File: config.mk
export PLATFORM = sky130hd
export DESIGN_NAME = prd_timer
export DESIGN_NICKNAME = d
export VERILOG_FILES = /design/src/rtl/prd_timer_pkg.sv /design/src/rtl/prd_timer_dec.sv /design/src/rtl/prd_timer_chan.sv /design/src/rtl/prd_timer_rdmux.sv /design/src/rtl/prd_timer.sv
export SDC_FILE = /design/constraint.sdc
export NUM_CORES = 1
export LEC_CHECK = 0
export BUFFER_PORTS_ARGS = -buffer_cell sky130_fd_sc_hd__buf_4
export CORE_ASPECT_RATIO = 0.75
export CORE_MARGIN = 8
export CORE_UTILIZATION = 50
export CTS_CLUSTER_DIAMETER = 50
export CTS_CLUSTER_SIZE = 24
export DETAILED_ROUTE_END_ITERATION = 8
export GPL_ROUTABILITY_DRIVEN = 0
export PLACE_DENSITY = 0.74
export SLEW_MARGIN = 20
export SYNTH_ARGS = -nofsm -noshare
export SYNTH_HDL_FRONTEND = slang
export SYNTH_SLANG_ARGS = --single-unit
File: constraint.sdc
create_clock -name clk -period 4.1 [get_ports clk]
set_clock_uncertainty 0.15 [all_clocks]
set_input_delay 0.82 -clock clk [delete_from_list [all_inputs] [get_ports clk]]
set_output_delay 0.82 -clock clk [all_outputs]
set_load 0.02 [all_outputs]
File: src/rtl/prd_timer_pkg.sv
// Package: shared constants and types for the periodic down-counter timer.
// Assumes byte addressing with 32-bit word-aligned registers.
package prd_timer_pkg;

    localparam int GLB_OFS     = 0;      // global register offset
    localparam int CH_BASE     = 256;    // first channel window
    localparam int CH_STRIDE   = 16;     // bytes per channel window
    localparam int GLB_STOP    = 1;      // global stop bit position

    localparam logic [1:0] SEL_RELOAD = 2'd0;
    localparam logic [1:0] SEL_VALUE  = 2'd1;
    localparam logic [1:0] SEL_CTRL   = 2'd2;
    localparam logic [1:0] SEL_FLAG   = 2'd3;

    // Channel control bits; packed MSB first so enable lands at bit 0.
    typedef struct packed {
        logic chain;
        logic ie;
        logic en;
    } chan_ctrl_t;

endpackage

File: src/rtl/prd_timer_dec.sv
// Module: address decoder. Splits a byte address into a global-register hit
// or a channel hit with channel index and register select.
// Assumes channel windows are contiguous starting at CH_BASE.
module prd_timer_dec
    import prd_timer_pkg::*;
#(
    parameter int ADDR_W = 12,
    parameter int NUM_CH = 4,
    parameter int IDX_W  = 2
) (
    input  logic [ADDR_W-1:0] addr_i,
    output logic              glb_hit_o,
    output logic              ch_hit_o,
    output logic [IDX_W-1:0]  ch_idx_o,
    output logic [1:0]        sel_o
);

    localparam logic [ADDR_W-1:0] BASE_A = ADDR_W'(CH_BASE);
    localparam logic [ADDR_W-1:0] SPAN_A = ADDR_W'(NUM_CH * CH_STRIDE);

    logic [ADDR_W-1:0] rel;

    // Offset of the address relative to the first channel window.
    always_comb begin
        rel       = addr_i - BASE_A;
        glb_hit_o = (addr_i == ADDR_W'(GLB_OFS));
        ch_hit_o  = (addr_i >= BASE_A) && (rel < SPAN_A) && (addr_i[1:0] == 2'b00);
        ch_idx_o  = rel[IDX_W+3:4];
        sel_o     = rel[3:2];
    end

endmodule

File: src/rtl/prd_timer_chan.sv
// Module: one timer channel. Holds reload, current value, control and flag.
// Counts clock cycles, or wrap events of the channel below when chained.
// Assumes wdata is at least CNT_W bits wide and at least 3 bits.
module prd_timer_chan
    import prd_timer_pkg::*;
#(
    parameter int CNT_W     = 32,
    parameter int DATA_W    = 32,
    parameter bit HAS_CHAIN = 1'b1
) (
    input  logic              clk,
    input  logic              rst_n,
    input  logic              run_i,
    input  logic              prev_expire_i,
    input  logic              wr_reload_i,
    input  logic              wr_ctrl_i,
    input  logic              wr_flag_i,
    input  logic [DATA_W-1:0] wdata_i,
    output logic              expire_o,
    output logic [CNT_W-1:0]  reload_o,
    output logic [CNT_W-1:0]  value_o,
    output chan_ctrl_t        ctrl_o,
    output logic              flag_o,
    output logic              irq_o
);

    chan_ctrl_t       ctrl_q;
    logic [CNT_W-1:0] reload_q;
    logic [CNT_W-1:0] value_q;
    logic             flag_q;
    logic             chained;
    logic             tick;
    logic             start;

    // Counting event selection and start/wrap detection.
    always_comb begin
        chained  = HAS_CHAIN && ctrl_q.chain;
        tick     = run_i && ctrl_q.en && (chained ? prev_expire_i : 1'b1);
        expire_o = tick && (value_q == '0);
        start    = wr_ctrl_i && wdata_i[0] && !ctrl_q.en;
    end

    // Reload register: written by software only.
    always_ff @(posedge clk) begin
        if (!rst_n)           reload_q <= '0;
        else if (wr_reload_i) reload_q <= wdata_i[CNT_W-1:0];
    end

    // Control register: enable, interrupt enable, chain.
    always_ff @(posedge clk) begin
        if (!rst_n)         ctrl_q <= '0;
        else if (wr_ctrl_i) ctrl_q <= chan_ctrl_t'(wdata_i[2:0]);
    end

    // Current value: load on start, refill on wrap, else step down.
    always_ff @(posedge clk) begin
        if (!rst_n)        value_q <= '0;
        else if (start)    value_q <= reload_q;
        else if (expire_o) value_q <= reload_q;
        else if (tick)     value_q <= value_q - 1'b1;
    end

    // Flag: set on wrap (wins over clear), cleared by writing one.
    always_ff @(posedge clk) begin
        if (!rst_n)                      flag_q <= 1'b0;
        else if (expire_o)               flag_q <= 1'b1;
        else if (wr_flag_i && wdata_i[0]) flag_q <= 1'b0;
    end

    assign reload_o = reload_q;
    assign value_o  = value_q;
    assign ctrl_o   = ctrl_q;
    assign flag_o   = flag_q;
    assign irq_o    = flag_q && ctrl_q.ie;

endmodule

File: src/rtl/prd_timer_rdmux.sv
// Module: read-data multiplexer. Returns the register picked by the decoder;
// unmapped addresses return zero. Purely combinational.
module prd_timer_rdmux
    import prd_timer_pkg::*;
#(
    parameter int NUM_CH = 4,
    parameter int CNT_W  = 32,
    parameter int DATA_W = 32,
    parameter int IDX_W  = 2
) (
    input  logic                           glb_hit_i,
    input  logic                           ch_hit_i,
    input  logic [IDX_W-1:0]               ch_idx_i,
    input  logic [1:0]                     sel_i,
    input  logic                           stop_i,
    input  logic [NUM_CH-1:0][CNT_W-1:0]   reload_i,
    input  logic [NUM_CH-1:0][CNT_W-1:0]   value_i,
    input  logic [NUM_CH-1:0][2:0]         ctrl_i,
    input  logic [NUM_CH-1:0]              flag_i,
    output logic [DATA_W-1:0]              rdata_o
);

    // Select one register by decoded address.
    always_comb begin
        rdata_o = '0;
        if (glb_hit_i) begin
            rdata_o[GLB_STOP] = stop_i;
        end else if (ch_hit_i) begin
            unique case (sel_i)
                SEL_RELOAD: rdata_o = DATA_W'(reload_i[ch_idx_i]);
                SEL_VALUE:  rdata_o = DATA_W'(value_i[ch_idx_i]);
                SEL_CTRL:   rdata_o = DATA_W'(ctrl_i[ch_idx_i]);
                default:    rdata_o = DATA_W'(flag_i[ch_idx_i]);
            endcase
        end
    end

endmodule

File: src/rtl/prd_timer.sv
// Module: top of the periodic down-counter timer. Decodes bus writes,
// holds the global stop bit, instantiates the channels in a chain and
// drives read data. Assumes single-cycle writes and combinational reads.
module prd_timer
    import prd_timer_pkg::*;
#(
    parameter int NUM_CH = 4,
    parameter int CNT_W  = 32,
    parameter int DATA_W = 32,
    parameter int ADDR_W = 12
) (
    input  logic              clk,
    input  logic              rst_n,
    input  logic              bus_wr,
    input  logic [ADDR_W-1:0] bus_addr,
    input  logic [DATA_W-1:0] bus_wdata,
    output logic [DATA_W-1:0] bus_rdata,
    output logic [NUM_CH-1:0] irq
);

    localparam int IDX_W = (NUM_CH > 1) ? $clog2(NUM_CH) : 1;

    logic                         glb_hit;
    logic                         ch_hit;
    logic [IDX_W-1:0]             ch_idx;
    logic [1:0]                   sel;
    logic                         stop_q;
    logic                         run;
    logic [NUM_CH-1:0]            wr_reload_v;
    logic [NUM_CH-1:0]            wr_ctrl_v;
    logic [NUM_CH-1:0]            wr_flag_v;
    logic [NUM_CH-1:0]            ch_expire;
    logic [NUM_CH-1:0]            ch_flag;
    logic [NUM_CH-1:0][CNT_W-1:0] ch_reload;
    logic [NUM_CH-1:0][CNT_W-1:0] ch_value;
    logic [NUM_CH-1:0][2:0]       ch_ctrl;
    logic [NUM_CH:0]              chain_link;

    prd_timer_dec #(
        .ADDR_W (ADDR_W),
        .NUM_CH (NUM_CH),
        .IDX_W  (IDX_W)
    ) u_dec (
        .addr_i    (bus_addr),
        .glb_hit_o (glb_hit),
        .ch_hit_o  (ch_hit),
        .ch_idx_o  (ch_idx),
        .sel_o     (sel)
    );

    // Global stop bit: set out of reset, written through the global register.
    always_ff @(posedge clk) begin
        if (!rst_n)                 stop_q <= 1'b1;
        else if (bus_wr && glb_hit) stop_q <= bus_wdata[GLB_STOP];
    end

    assign run           = !stop_q;
    assign chain_link[0] = 1'b0;

    genvar n;
    generate
        for (n = 0; n < NUM_CH; n++) begin : g_ch
            chan_ctrl_t ctrl_s;
            logic       ch_sel;

            // Per-channel write strobes from the shared decode.
            always_comb begin
                ch_sel         = bus_wr && ch_hit && (ch_idx == IDX_W'(n));
                wr_reload_v[n] = ch_sel && (sel == SEL_RELOAD);
                wr_ctrl_v[n]   = ch_sel && (sel == SEL_CTRL);
                wr_flag_v[n]   = ch_sel && (sel == SEL_FLAG);
            end

            prd_timer_chan #(
                .CNT_W     (CNT_W),
                .DATA_W    (DATA_W),
                .HAS_CHAIN (n != 0)
            ) u_chan (
                .clk           (clk),
                .rst_n         (rst_n),
                .run_i         (run),
                .prev_expire_i (chain_link[n]),
                .wr_reload_i   (wr_reload_v[n]),
                .wr_ctrl_i     (wr_ctrl_v[n]),
                .wr_flag_i     (wr_flag_v[n]),
                .wdata_i       (bus_wdata),
                .expire_o      (ch_expire[n]),
                .reload_o      (ch_reload[n]),
                .value_o       (ch_value[n]),
                .ctrl_o        (ctrl_s),
                .flag_o        (ch_flag[n]),
                .irq_o         (irq[n])
            );

            assign ch_ctrl[n]      = ctrl_s;
            assign chain_link[n+1] = ch_expire[n];
        end
    endgenerate

    prd_timer_rdmux #(
        .NUM_CH (NUM_CH),
        .CNT_W  (CNT_W),
        .DATA_W (DATA_W),
        .IDX_W  (IDX_W)
    ) u_rdmux (
        .glb_hit_i (glb_hit),
        .ch_hit_i  (ch_hit),
        .ch_idx_i  (ch_idx),
        .sel_i     (sel),
        .stop_i    (stop_q),
        .reload_i  (ch_reload),
        .value_i   (ch_value),
        .ctrl_i    (ch_ctrl),
        .flag_i    (ch_flag),
        .rdata_o   (bus_rdata)
    );

endmodule

==> summary.md <==
| Metric | Value |
|---|---|
| Number of port buffers | 82 |
| Fin cells | 2425 |
| Sw Share | 25.8% |
| CP Data Required Time | 4450 ps |
| Total GRT Usage | 30.2% |
| Ys flop type | dfxtp_1 |
| Cell Int Power | 4.25 mW |
| Syn_nets | 2021 |
| Finished Core Util | 57.7% |
| Most common cell after layout, fill and taps aside | nand2_1 |
| Leading cell types in the layout, fill and taps excluded | 385 x nand2_1, 273 x dfxtp_1, 239 x a21oi_1, 156 x buf_4, 127 x nor2_1 |
| CP top delay family | simple AND/OR/NAND/NOR gates |
| Global-route wire length before repair | 90600 µm |
| Fin. max-slew vios | 0 |
| # rows | 56 |
| Clk_lat worst skew | 580 ps |
| Worst Path Arrival | 4320 ps |
| Post-CTS setup buffers | 0 |
| Reg clk slew, reported paths | 70 ps |
| Seq/Total Area, Yosys | 34.6% |
| Die area | 37600 µm² |
| Die Span Y | 170 µm |
| Critical Path, Cell by Cell | inv_1, ha_1, or3b_1, or4_1, nor4_1, and4_1, or2_2, buf_4, o221ai_1, a21oi_1 |
| Avg Inst Size Synth | 8.02 µm² |
| Final Hold Vio Count | 0 |
| Initial antenna violation count | 1 |
| Largest family of logic cells by synthesized area | simple AND/OR/NAND/NOR gates |
| Mapped cell area | 15800 µm² |
| Adder-Cell Fraction of Synth Area | 0.476% |
| Congestion Overflow GR | 0 |
| Hold Path Origin | g_ch[0].u_chan.reload_o[12]$_SDFFE_PN0P_ |
| Total core area | 31200 µm² |
| Sum of negative setup slack | 0 ps |
| Worst min path class | register to register |
| EDFF count, synth | 0 |
| Vias in the first global route | 15467 |
| Unrepaired setup endpoints after global routing | no |
| Logic pwr share | 3.8% |
| Pwr Density | 319 nW/µm² |
| DR iter-0 viols | 2502 |
| DRC | 0 |
| Max_slew headroom | 30.4% |
| Clock buffer depth | 3 |
| Reg2reg start | g_ch[3].u_chan.value_o[0]$_SDFFE_PN0P_ |
| Crit path capture type | register |
| Share of cells above drive strength 1 | 16.7% |
| Ys async rst share | 0% |
| Crit path time final | 3970 ps |
| Synth warnings | 0 |
| Nets | 2051 |
| Detailed Place HPWL | 42200 µm |
| Routed wire length | 59300 µm |
| Period utilisation layout | 96.8% |
| Synth Area in Simple Gates | 24.9% |
| I/O pins | 83 |
| Worst slack at placement | 153 ps |
| CTS Sinks | 273 |
| Max-cap viol count | 0 |
| Max frequency | 252 MHz |
| Final worst slack | 133 ps |
| Syn-to-layout area delta | 14.0% |
| Total placed cells including tap cells | 2374 |
| Worst setup startpoint | g_ch[3].u_chan.value_o[0]$_SDFFE_PN0P_ |
| Peak VDD IR | 0.320 mV |
| Synth Area in Compound Gates | 18.7% |
| Worst stage delay on the critical path | 670 ps |
| Antenna violation net count after detailed routing | 0 |
| Flops & latches, synth | 273 |
| DIE WIDTH | 221 µm |
| Starting density of the core | 50.6% |
| CP Buf/Inv Count | 2 |
| Via density per instance | 6.80 |
| CTS buffer count | 28 |
| Crit path launch type | register |
| Hold buffer count at cts | 0 |
| Largest net degree at the start of global routing | 80 |
| H-tree depth | 1 |
| Psw | 1.48 mW |
| Sequential share of power | 46.2% |
| Final setup vio count | 0 |
| Mux cell area share after synthesis | 16.1% |
| Critical path class | register to register |
| Part of the power in the clock network | 50.0% |
| Status | complete, no violations |
| Static leakage | 7.19 nW |
| XOR/XNOR Fraction of Synth Area | 0.333% |
| Via Count | 16484 |
| CP Max Fanout | 9 |
| DR WL/cell | 24.5 µm |
| Post-synth cell types | 76 |
| Worst-margin pin slew | 1030 ps |
| CTS tree | yes |
| Critical Path Slowest Stage Cell | or4_1 |
| Drt pass-1 iters | 8 |
| Diode count | 0 |
| Post-Syn Instances | 1968 |
| Root Driver | clkbuf_16 |
| Tot Pwr | 5.73 mW |
==> sequential cells by signal, summed over array words and instances, names as in the netlist <==
signal and count:
g_ch.u_chan.reload_o 128, g_ch.u_chan.value_o 128, g_ch.u_chan.ctrl_o 9, g_ch.u_chan.flag_o 4, g_ch.u_chan.chained 3, stop_q 1
==> per-layer routing <==
layer | global-route usage [%] | vias to the layer above | wire length, µm
met2 | 45.3 | 1197 | 25100
li1 | - | 7249 | -
met4 | 12.4 | 0 | 2520
met1 | 40.6 | 7823 | 23200
met5 | 0 | - | 0
met3 | 8.75 | 215 | 8520
==> per-stage QoR <==
stage	area, µm²	hold WS (ps)
4_1_cts	18000	320
5_1_grt	18000	340
2_1_floorplan	15800	288
3_5_place_dp	17000	312
3_3_place_gp	17000	305
6_report	18000	321
==> final cells by class <==
type,count,area [µm²]
Clock buffer,30,739
Clock inverter,21,288
Fill cell,2733,13200
Inverter,23,91.3
Multi-Input combinational cell,1509,9590
Sequential cell,273,5470
Tap cell,406,508
Timing Repair Buffer,163,1310
==> power groups by stage <==
stage | sequential [mW] | combinational [mW] | clock [mW]
detailed placement | 2.71 | 0.212 | 0
global placement | 2.71 | 0.210 | 0
CTS | 2.65 | 0.213 | 2.86
floorplan | 2.71 | 0.122 | 0
finish | 2.65 | 0.217 | 2.87
global route | 2.65 | 0.227 | 2.97
==> cell families (layout without fill, tap and decap cells) <==
kind of cell | count (synthesis) | in the layout
AOI/OAI and AO/OA | 489 | 489
xor gates and xnor gates | 6 | 6
adders and majority gates | 6 | 6
buffers and inverters | 186 | 237
DFF | 273 | 273
muxes | 167 | 167
and+or+nand+nor | 841 | 841
==> synthesized netlist by cell type, drive strengths merged (20+ instances only) <==
cell type / number / area [µm²]
a21oi: 240 / 1200
buf: 40 / 215
clkbuf: 123 / 464
dfxtp: 273 / 5470
inv: 23 / 86.3
mux2i: 91 / 911
mux4: 69 / 1550
nand2: 386 / 1450
nand3: 47 / 235
nand4: 20 / 125
nor2: 133 / 502
nor3: 63 / 315
nor4: 47 / 294
o21ai: 81 / 405
o22ai: 42 / 263
or2: 23 / 144
or3: 28 / 175
or4: 27 / 206
==> repair_timing <==
item                                    4_1_cts  5_1_grt
endpoints found under the setup margin        0       13
resized for setup                             0        2
endpoints found under the hold margin         0        0
==> final timing paths <==
path,to,slack (ps),cells past startpoint
max,g_ch[3].u_chan.value_o[15]$_SDFFE_PN0P_,130,10
min,g_ch[0].u_chan.reload_o[12]$_SDFFE_PN0P_,320,2
max reg2reg,g_ch[3].u_chan.value_o[15]$_SDFFE_PN0P_,130,10
min reg2reg,g_ch[0].u_chan.reload_o[12]$_SDFFE_PN0P_,320,2
==> tightest hold or removal path, stage by stage (launching register included) <==
cell and delay [ps]:
dfxtp_1 320, nand2_1 50, a21oi_1 50
Note: power is estimated with default switching activity, not from simulation.
